$ cat config.mk
export PLATFORM = sky130hd
export DESIGN_NAME = rtc_cmd_port
export DESIGN_NICKNAME = d
export VERILOG_FILES = /design/src/rtl/rtc_cmd_pkg.sv /design/src/rtl/rtc_ctrl_reg.sv /design/src/rtl/rtc_live_counter.sv /design/src/rtl/rtc_xfer_seq.sv /design/src/rtl/rtc_cmd_port.sv
export SDC_FILE = /design/constraint.sdc
export NUM_CORES = 1
export LEC_CHECK = 0
export ABC_AREA = 1
export BUFFER_PORTS_ARGS = -buffer_cell sky130_fd_sc_hd__buf_4
export CAP_MARGIN = 20
export CELL_PAD_IN_SITES_DETAIL_PLACEMENT = 1
export CELL_PAD_IN_SITES_GLOBAL_PLACEMENT = 1
export CORE_MARGIN = 1.5
export CORE_UTILIZATION = 44
export CTS_CLUSTER_DIAMETER = 80
export DETAILED_ROUTE_END_ITERATION = 6
export GPL_TIMING_DRIVEN = 0
export HOLD_SLACK_MARGIN = 0.05
export PLACE_DENSITY = 0.91
export SYNTH_ARGS = -nofsm -noshare
export SYNTH_HDL_FRONTEND = slang
export SYNTH_SLANG_ARGS = --single-unit
$ cat constraint.sdc
create_clock -name clk -period 5.2 [get_ports clk]
set_clock_uncertainty 0.05 [all_clocks]
set_input_delay 0.52 -clock clk [delete_from_list [all_inputs] [get_ports clk]]
set_output_delay 0.52 -clock clk [all_outputs]
set_load 0.02 [all_outputs]
$ cat src/rtl/rtc_cmd_pkg.sv
package rtc_cmd_pkg;
   typedef enum logic [1:0] {
      XF_IDLE  = 2'd0,
      XF_READ  = 2'd1,
      XF_WRITE = 2'd2
   } xfer_mode_e;
endpackage

$ cat src/rtl/rtc_ctrl_reg.sv
module rtc_ctrl_reg #(
   parameter int BYTE_W = 8,
   parameter int USER_W = 4
) (
   input  logic              clk,
   input  logic              rst_n,
   input  logic              wr_en,
   input  logic [BYTE_W-1:0] wr_data,
   output logic              osc_run,
   output logic [BYTE_W-1:0] rd_data
);
   localparam int OSC_HI = 3;

   logic              osc_q;
   logic [USER_W-1:0] user_q;

   always_ff @(posedge clk) begin
      if (!rst_n) begin
         osc_q  <= 1'b0;
         user_q <= '0;
      end else if (wr_en) begin
         osc_q  <= wr_data[OSC_HI];
         user_q <= wr_data[BYTE_W-1 -: USER_W];
      end
   end

   assign osc_run = osc_q;
   assign rd_data = {user_q, osc_q, osc_q, 2'b00};

   p_osc_from_bit3_r5: assert property (@(posedge clk) disable iff (!rst_n)
      wr_en |=> (osc_run == $past(wr_data[OSC_HI])));

   p_user_flags_r4: assert property (@(posedge clk) disable iff (!rst_n)
      wr_en |=> (rd_data[BYTE_W-1 -: USER_W] == $past(wr_data[BYTE_W-1 -: USER_W])));
endmodule

$ cat src/rtl/rtc_live_counter.sv
module rtc_live_counter #(
   parameter int CNT_W = 32
) (
   input  logic             clk,
   input  logic             rst_n,
   input  logic             tick,
   input  logic             run,
   input  logic             load,
   input  logic [CNT_W-1:0] load_val,
   output logic [CNT_W-1:0] count
);
   logic [CNT_W-1:0] cnt_q;

   always_ff @(posedge clk) begin
      if (!rst_n)
         cnt_q <= '0;
      else if (load)
         cnt_q <= load_val;
      else if (tick && run)
         cnt_q <= cnt_q + 1'b1;
   end

   assign count = cnt_q;

   p_hold_stopped_r3: assert property (@(posedge clk) disable iff (!rst_n)
      (!run && !load) |=> $stable(count));

   p_single_step_r2: assert property (@(posedge clk) disable iff (!rst_n)
      (run && tick && !load) |=> (count == $past(count) + 1'b1));

   p_commit_wins_r11: assert property (@(posedge clk) disable iff (!rst_n)
      load |=> (count == $past(load_val)));
endmodule

$ cat src/rtl/rtc_xfer_seq.sv
module rtc_xfer_seq
   import rtc_cmd_pkg::*;
#(
   parameter int         CNT_W  = 32,
   parameter int         BYTE_W = 8,
   parameter logic [7:0] CMD_RD = 8'h66,
   parameter logic [7:0] CMD_WR = 8'h99
) (
   input  logic              clk,
   input  logic              rst_n,
   input  logic              cmd_valid,
   input  logic [7:0]        cmd_byte,
   input  logic              rx_valid,
   input  logic [BYTE_W-1:0] rx_byte,
   input  logic              tx_req,
   input  logic              bus_reset,
   input  logic [CNT_W-1:0]  live_count,
   input  logic [BYTE_W-1:0] ctrl_rd,
   output logic              ctrl_wr,
   output logic [BYTE_W-1:0] ctrl_wdata,
   output logic              commit,
   output logic [CNT_W-1:0]  buf_out,
   output logic              tx_valid,
   output logic [BYTE_W-1:0] tx_byte
);
   localparam int NB     = CNT_W / BYTE_W;
   localparam int IDX_W  = $clog2(NB + 2);
   localparam int SLOTS  = 2 ** IDX_W;

   xfer_mode_e        mode_q;
   logic [IDX_W-1:0]  idx_q;
   logic              seen_q;
   logic [CNT_W-1:0]  buf_q;
   logic              txv_q;
   logic [BYTE_W-1:0] txb_q;
   logic [BYTE_W-1:0] slot_w [SLOTS];

   assign slot_w[0] = ctrl_rd;
   for (genvar g = 1; g < SLOTS; g++) begin : g_slot
      if (g <= NB) begin : g_data
         assign slot_w[g] = buf_q[(g-1)*BYTE_W +: BYTE_W];
      end else begin : g_pad
         assign slot_w[g] = '0;
      end
   end

   logic in_write, byte_ok;
   assign in_write = (mode_q == XF_WRITE) && !bus_reset && !cmd_valid;
   assign byte_ok  = (idx_q <= IDX_W'(NB));

   always_ff @(posedge clk) begin
      if (!rst_n) begin
         mode_q <= XF_IDLE;
         idx_q  <= '0;
         seen_q <= 1'b0;
         buf_q  <= '0;
         txv_q  <= 1'b0;
         txb_q  <= '0;
      end else begin
         txv_q <= 1'b0;
         if (bus_reset) begin
            mode_q <= XF_IDLE;
            idx_q  <= '0;
            seen_q <= 1'b0;
         end else if (cmd_valid) begin
            idx_q  <= '0;
            seen_q <= 1'b0;
            if (cmd_byte == CMD_RD) begin
               mode_q <= XF_READ;
               buf_q  <= live_count;
            end else if (cmd_byte == CMD_WR) begin
               mode_q <= XF_WRITE;
            end else begin
               mode_q <= XF_IDLE;
            end
         end else if (mode_q == XF_READ && tx_req) begin
            txv_q <= 1'b1;
            txb_q <= slot_w[idx_q];
            idx_q <= (idx_q == IDX_W'(NB)) ? '0 : idx_q + 1'b1;
         end else if (mode_q == XF_WRITE && rx_valid && byte_ok) begin
            for (int b = 0; b < NB; b++) begin
               if (idx_q == IDX_W'(b + 1)) begin
                  buf_q[b*BYTE_W +: BYTE_W] <= rx_byte;
                  seen_q <= 1'b1;
               end
            end
            idx_q <= idx_q + 1'b1;
         end
      end
   end

   assign ctrl_wr    = in_write && rx_valid && (idx_q == '0);
   assign ctrl_wdata = rx_byte;
   assign commit     = bus_reset && (mode_q == XF_WRITE) && seen_q;
   assign buf_out    = buf_q;
   assign tx_valid   = txv_q;
   assign tx_byte    = txb_q;

   p_snapshot_frozen_r6: assert property (@(posedge clk) disable iff (!rst_n)
      (mode_q == XF_READ && !cmd_valid) |=> $stable(buf_q));

   p_read_index_wraps_r7: assert property (@(posedge clk) disable iff (!rst_n)
      (mode_q == XF_READ) |-> (idx_q <= IDX_W'(NB)));

   p_write_index_capped_r12: assert property (@(posedge clk) disable iff (!rst_n)
      (mode_q == XF_WRITE) |-> (idx_q <= IDX_W'(NB + 1)));

   p_tx_only_in_read_r13: assert property (@(posedge clk) disable iff (!rst_n)
      (mode_q != XF_READ) |=> !tx_valid);
endmodule

$ cat src/rtl/rtc_cmd_port.sv
module rtc_cmd_port #(
   parameter int         CNT_W  = 32,
   parameter int         BYTE_W = 8,
   parameter int         USER_W = 4,
   parameter logic [7:0] CMD_RD = 8'h66,
   parameter logic [7:0] CMD_WR = 8'h99
) (
   input  logic              clk,
   input  logic              rst_n,
   input  logic              tick_1hz,
   input  logic              cmd_valid,
   input  logic [7:0]        cmd_byte,
   input  logic              rx_valid,
   input  logic [BYTE_W-1:0] rx_byte,
   input  logic              tx_req,
   input  logic              bus_reset,
   output logic              tx_valid,
   output logic [BYTE_W-1:0] tx_byte,
   output logic [CNT_W-1:0]  seconds
);
   if (CNT_W % BYTE_W != 0) begin : g_bad_width
      $error("CNT_W must be a whole number of bytes");
   end
   if (BYTE_W != USER_W + 4) begin : g_bad_ctrl
      $error("control byte must hold USER_W flags plus four fixed bits");
   end

   logic              osc_run, ctrl_wr, commit;
   logic [BYTE_W-1:0] ctrl_rd, ctrl_wdata;
   logic [CNT_W-1:0]  buf_val;

   rtc_ctrl_reg #(.BYTE_W(BYTE_W), .USER_W(USER_W)) u_ctrl (
      .clk(clk), .rst_n(rst_n), .wr_en(ctrl_wr), .wr_data(ctrl_wdata),
      .osc_run(osc_run), .rd_data(ctrl_rd)
   );

   rtc_live_counter #(.CNT_W(CNT_W)) u_cnt (
      .clk(clk), .rst_n(rst_n), .tick(tick_1hz), .run(osc_run),
      .load(commit), .load_val(buf_val), .count(seconds)
   );

   rtc_xfer_seq #(.CNT_W(CNT_W), .BYTE_W(BYTE_W), .CMD_RD(CMD_RD), .CMD_WR(CMD_WR)) u_seq (
      .clk(clk), .rst_n(rst_n), .cmd_valid(cmd_valid), .cmd_byte(cmd_byte),
      .rx_valid(rx_valid), .rx_byte(rx_byte), .tx_req(tx_req), .bus_reset(bus_reset),
      .live_count(seconds), .ctrl_rd(ctrl_rd), .ctrl_wr(ctrl_wr), .ctrl_wdata(ctrl_wdata),
      .commit(commit), .buf_out(buf_val), .tx_valid(tx_valid), .tx_byte(tx_byte)
   );
endmodule

==> flow_summary.json <==
{
  "outcome": "finished, final reports clean",
  "start_util_pct": 45.59,
  "root_buffer": "clkbuf_16",
  "route.detailed.drc": 0,
  "rr_endpoint": "u_seq.buf_out[30]",
  "cts_setup_buffers": 0,
  "die_w_um": 109.7,
  "r2r_cells": 9,
  "final_area_um2": 5933,
  "synth_area_um2": 5007,
  "p_per_area_nw_per_um2": 240.1,
  "ir_drop_uv": 168.1,
  "p_switching_uw": 365.9,
  "fin_total_pwr_mw": 1.425,
  "cts_hold_buf": 0,
  "p_seq_share_pct": 46.3,
  "r2r_start": "u_seq.idx_q[1]",
  "p_comb_share_pct": 7.8,
  "yosys_warnings": 0,
  "htreeDepth": 3,
  "vias": 5735,
  "fin_crit_sh_pct": 50.39,
  "syn_nets": 838,
  "hp-class": "in2reg",
  "synth_cell_types": 37,
  "cts_buffers": 9,
  "grt_pass1_wl_um": 30550,
  "wl_um": 19650,
  "fmax_ghz": 0.3817,
  "final_cells": 1027,
  "critPathLaunchType": "register",
  "portBuffers": 62,
  "finalSetupViolCount": 0,
  "area_growth_pct": 18.49,
  "final_layout_size_suffix_gt1_share_pct": 15.22,
  "clk_pin_slew_ns": 0.07,
  "groute.usage.overall_pct": 34.32,
  "tightestPinTransition_ns": 0.7434,
  "p_clk_share_pct": 45.9,
  "nets": 911,
  "synth_ff_type": "dfxtp_1",
  "ioPinCount": 64,
  "rows": 38,
  "syn_area_per_cell_um2": 6.189,
  "ff2ff_setup_slack_ns": 2.58,
  "worstSetupPathType": "reg2reg",
  "antenna_found_initial": 0,
  "crit_path_max_fanout": 10,
  "place_area_um2": 5648,
  "dp_hpwl_um": 15160,
  "cap_violations": 0,
  "async_reset_ff_share_pct": 0,
  "diodes": 0,
  "switching_share_pct": 25.68,
  "maxSlewHeadroom_pct": 50.26,
  "firstDrtPassIters": 6,
  "cts_tree": "yes",
  "cp_cell_sequence": "clkinv_1 > ha_1 > inv_1 > nand2_1 > a21oi_2 > nor2_2 > buf_2 > a21oi_1 > nor2_1",
  "endpoint": "u_seq.buf_out[30]",
  "dpl.cell_count": 1011,
  "dieArea_um2": 12030,
  "final_util_pct": 54.02,
  "leakage_nw": 2.509,
  "cts_resized": 0,
  "post-route-min-period_ns": 2.620,
  "grt_max_degree": 14,
  "grt_pass1_vias": 5731,
  "worstPathRequired_ns": 5.40,
  "drv_slew": 0,
  "hold-worst-slack_ns": 0.3763,
  "worst_slack_ns": 2.580,
  "die_y_um": 109.7,
  "clockBufferDepth": 2,
  "cp-startpoint": "u_seq.idx_q[1]",
  "critPathSlowestCell": "dfxtp_1",
  "max_stage_delay_ns": 0.56,
  "synth_edf_count": 0,
  "overflow": 0,
  "core_area_um2": 10980,
  "synth_seq_cells": 84,
  "pre_cts_ws_ns": 2.669,
  "gp_congestion": 0.9314,
  "layout_common_cells": "nand2_1, nor2_1, a21oi_1, inv_1, dfxtp_1",
  "clkLatencyLatePin_ns": 0.36,
  "via_per_inst": 5.584,
  "final_common_cell": "nand2_1",
  "intPower_mw": 1.059,
  "rsz0062_at_grt": "false",
  "cp.arrival_ns": 2.82,
  "first_iter_violations": 385,
  "endpoint_kind": "register",
  "finalHoldViolations": 0,
  "ys_seq_area_share_pct": 33.58,
  "wl_per_cell_um": 19.13,
  "ant_nets": 0,
  "clkSinkCount": 84,
  "tns_ns": 0,
  "syn_inst": 809
}
## synth_stat cells (all sizes together), types with 7 or more instances
cell type | n | area share (%)
nor3 | 7 | 1.2
a21oi | 97 | 9.8
xor2 | 7 | 1.2
nand4 | 12 | 1.9
o21bai | 8 | 1.2
inv | 107 | 8.0
nand3 | 30 | 3.0
o22ai | 14 | 1.7
buf | 20 | 2.2
nor2 | 124 | 10
o21ai | 47 | 4.7
clkbuf | 8 | 0.60
dfxtp | 84 | 34
nand2 | 219 | 17
## flip-flops by register name, indices dropped and copies added, names as in the netlist
signal / cells
u_cnt.count: 32
u_seq.buf_out: 32
u_seq.tx_byte: 8
u_ctrl.user_q: 4
u_seq.idx_q: 3
u_seq.mode_q: 2
u_ctrl.osc_run: 1
u_seq.seen_q: 1
u_seq.tx_valid: 1
## cell families after synthesis
family | Yosys count | synth area share (%)
buf+inv | 137 | 11.02
xor+xnor | 8 | 1.399
simple gates | 395 | 33.23
flops | 84 | 33.58
fa+ha+maj | 6 | 1.499
compound gates | 179 | 19.27
## worst max-delay path: cells and delay by family (launching register included)
| family | cells | cell delay, ns |
|---|---|---|
| compound gates | 2 | 0.47 |
| simple gates | 3 | 0.32 |
| fa+ha+maj | 1 | 0.38 |
| flops | 1 | 0.56 |
| buf+inv | 3 | 0.72 |
## power groups by stage
stage          registers, mW  logic, mW  clock network [mW]
2_1_floorplan          0.672     0.0637                   0
3_3_place_gp           0.673      0.103                   0
3_5_place_dp           0.674      0.107                   0
4_1_cts                0.660      0.109               0.656
5_1_grt                0.661      0.121               0.686
6_report               0.660      0.111               0.654
## routing by layer
metal  global-route usage, %  wire length, um  share of wire, %  up-vias
li1                        -                -                 -     2738
met1                   42.32             8368                43     2756
met2                   56.92             9250                47      192
met3                   6.224             1202               6.1       49
met4                   17.81              823               4.2        0
met5                       0                0                 0        -
## area by class of cell
class | instances | area (um^2)
Multi-Input combinational cell | 588 | 2774
Buffer | 28 | 142.6
Inverter | 109 | 409.1
Clock buffer | 11 | 232.7
Clock inverter | 5 | 52.55
Tap cell | 140 | 175.2
Fill cell | 1577 | 5050
Timing Repair Buffer | 62 | 465.4
Sequential cell | 84 | 1682
## how the worst min path moves through the flow
stage / startpoint / to / slack, ns / cells past startpoint
detailed placement: u_seq.buf_out[17] / u_seq.buf_out[17] / 0.42 / 2
global route: rx_byte[3] / u_ctrl.osc_run / 0.39 / 3
global placement: u_seq.buf_out[0] / u_seq.buf_out[0] / 0.40 / 2
floorplan: u_seq.buf_out[0] / u_seq.buf_out[0] / 0.39 / 2
CTS: rx_byte[7] / u_ctrl.user_q[3] / 0.37 / 3
finish: rx_byte[6] / u_ctrl.user_q[2] / 0.38 / 3
Power figures use the tool's default switching activity.
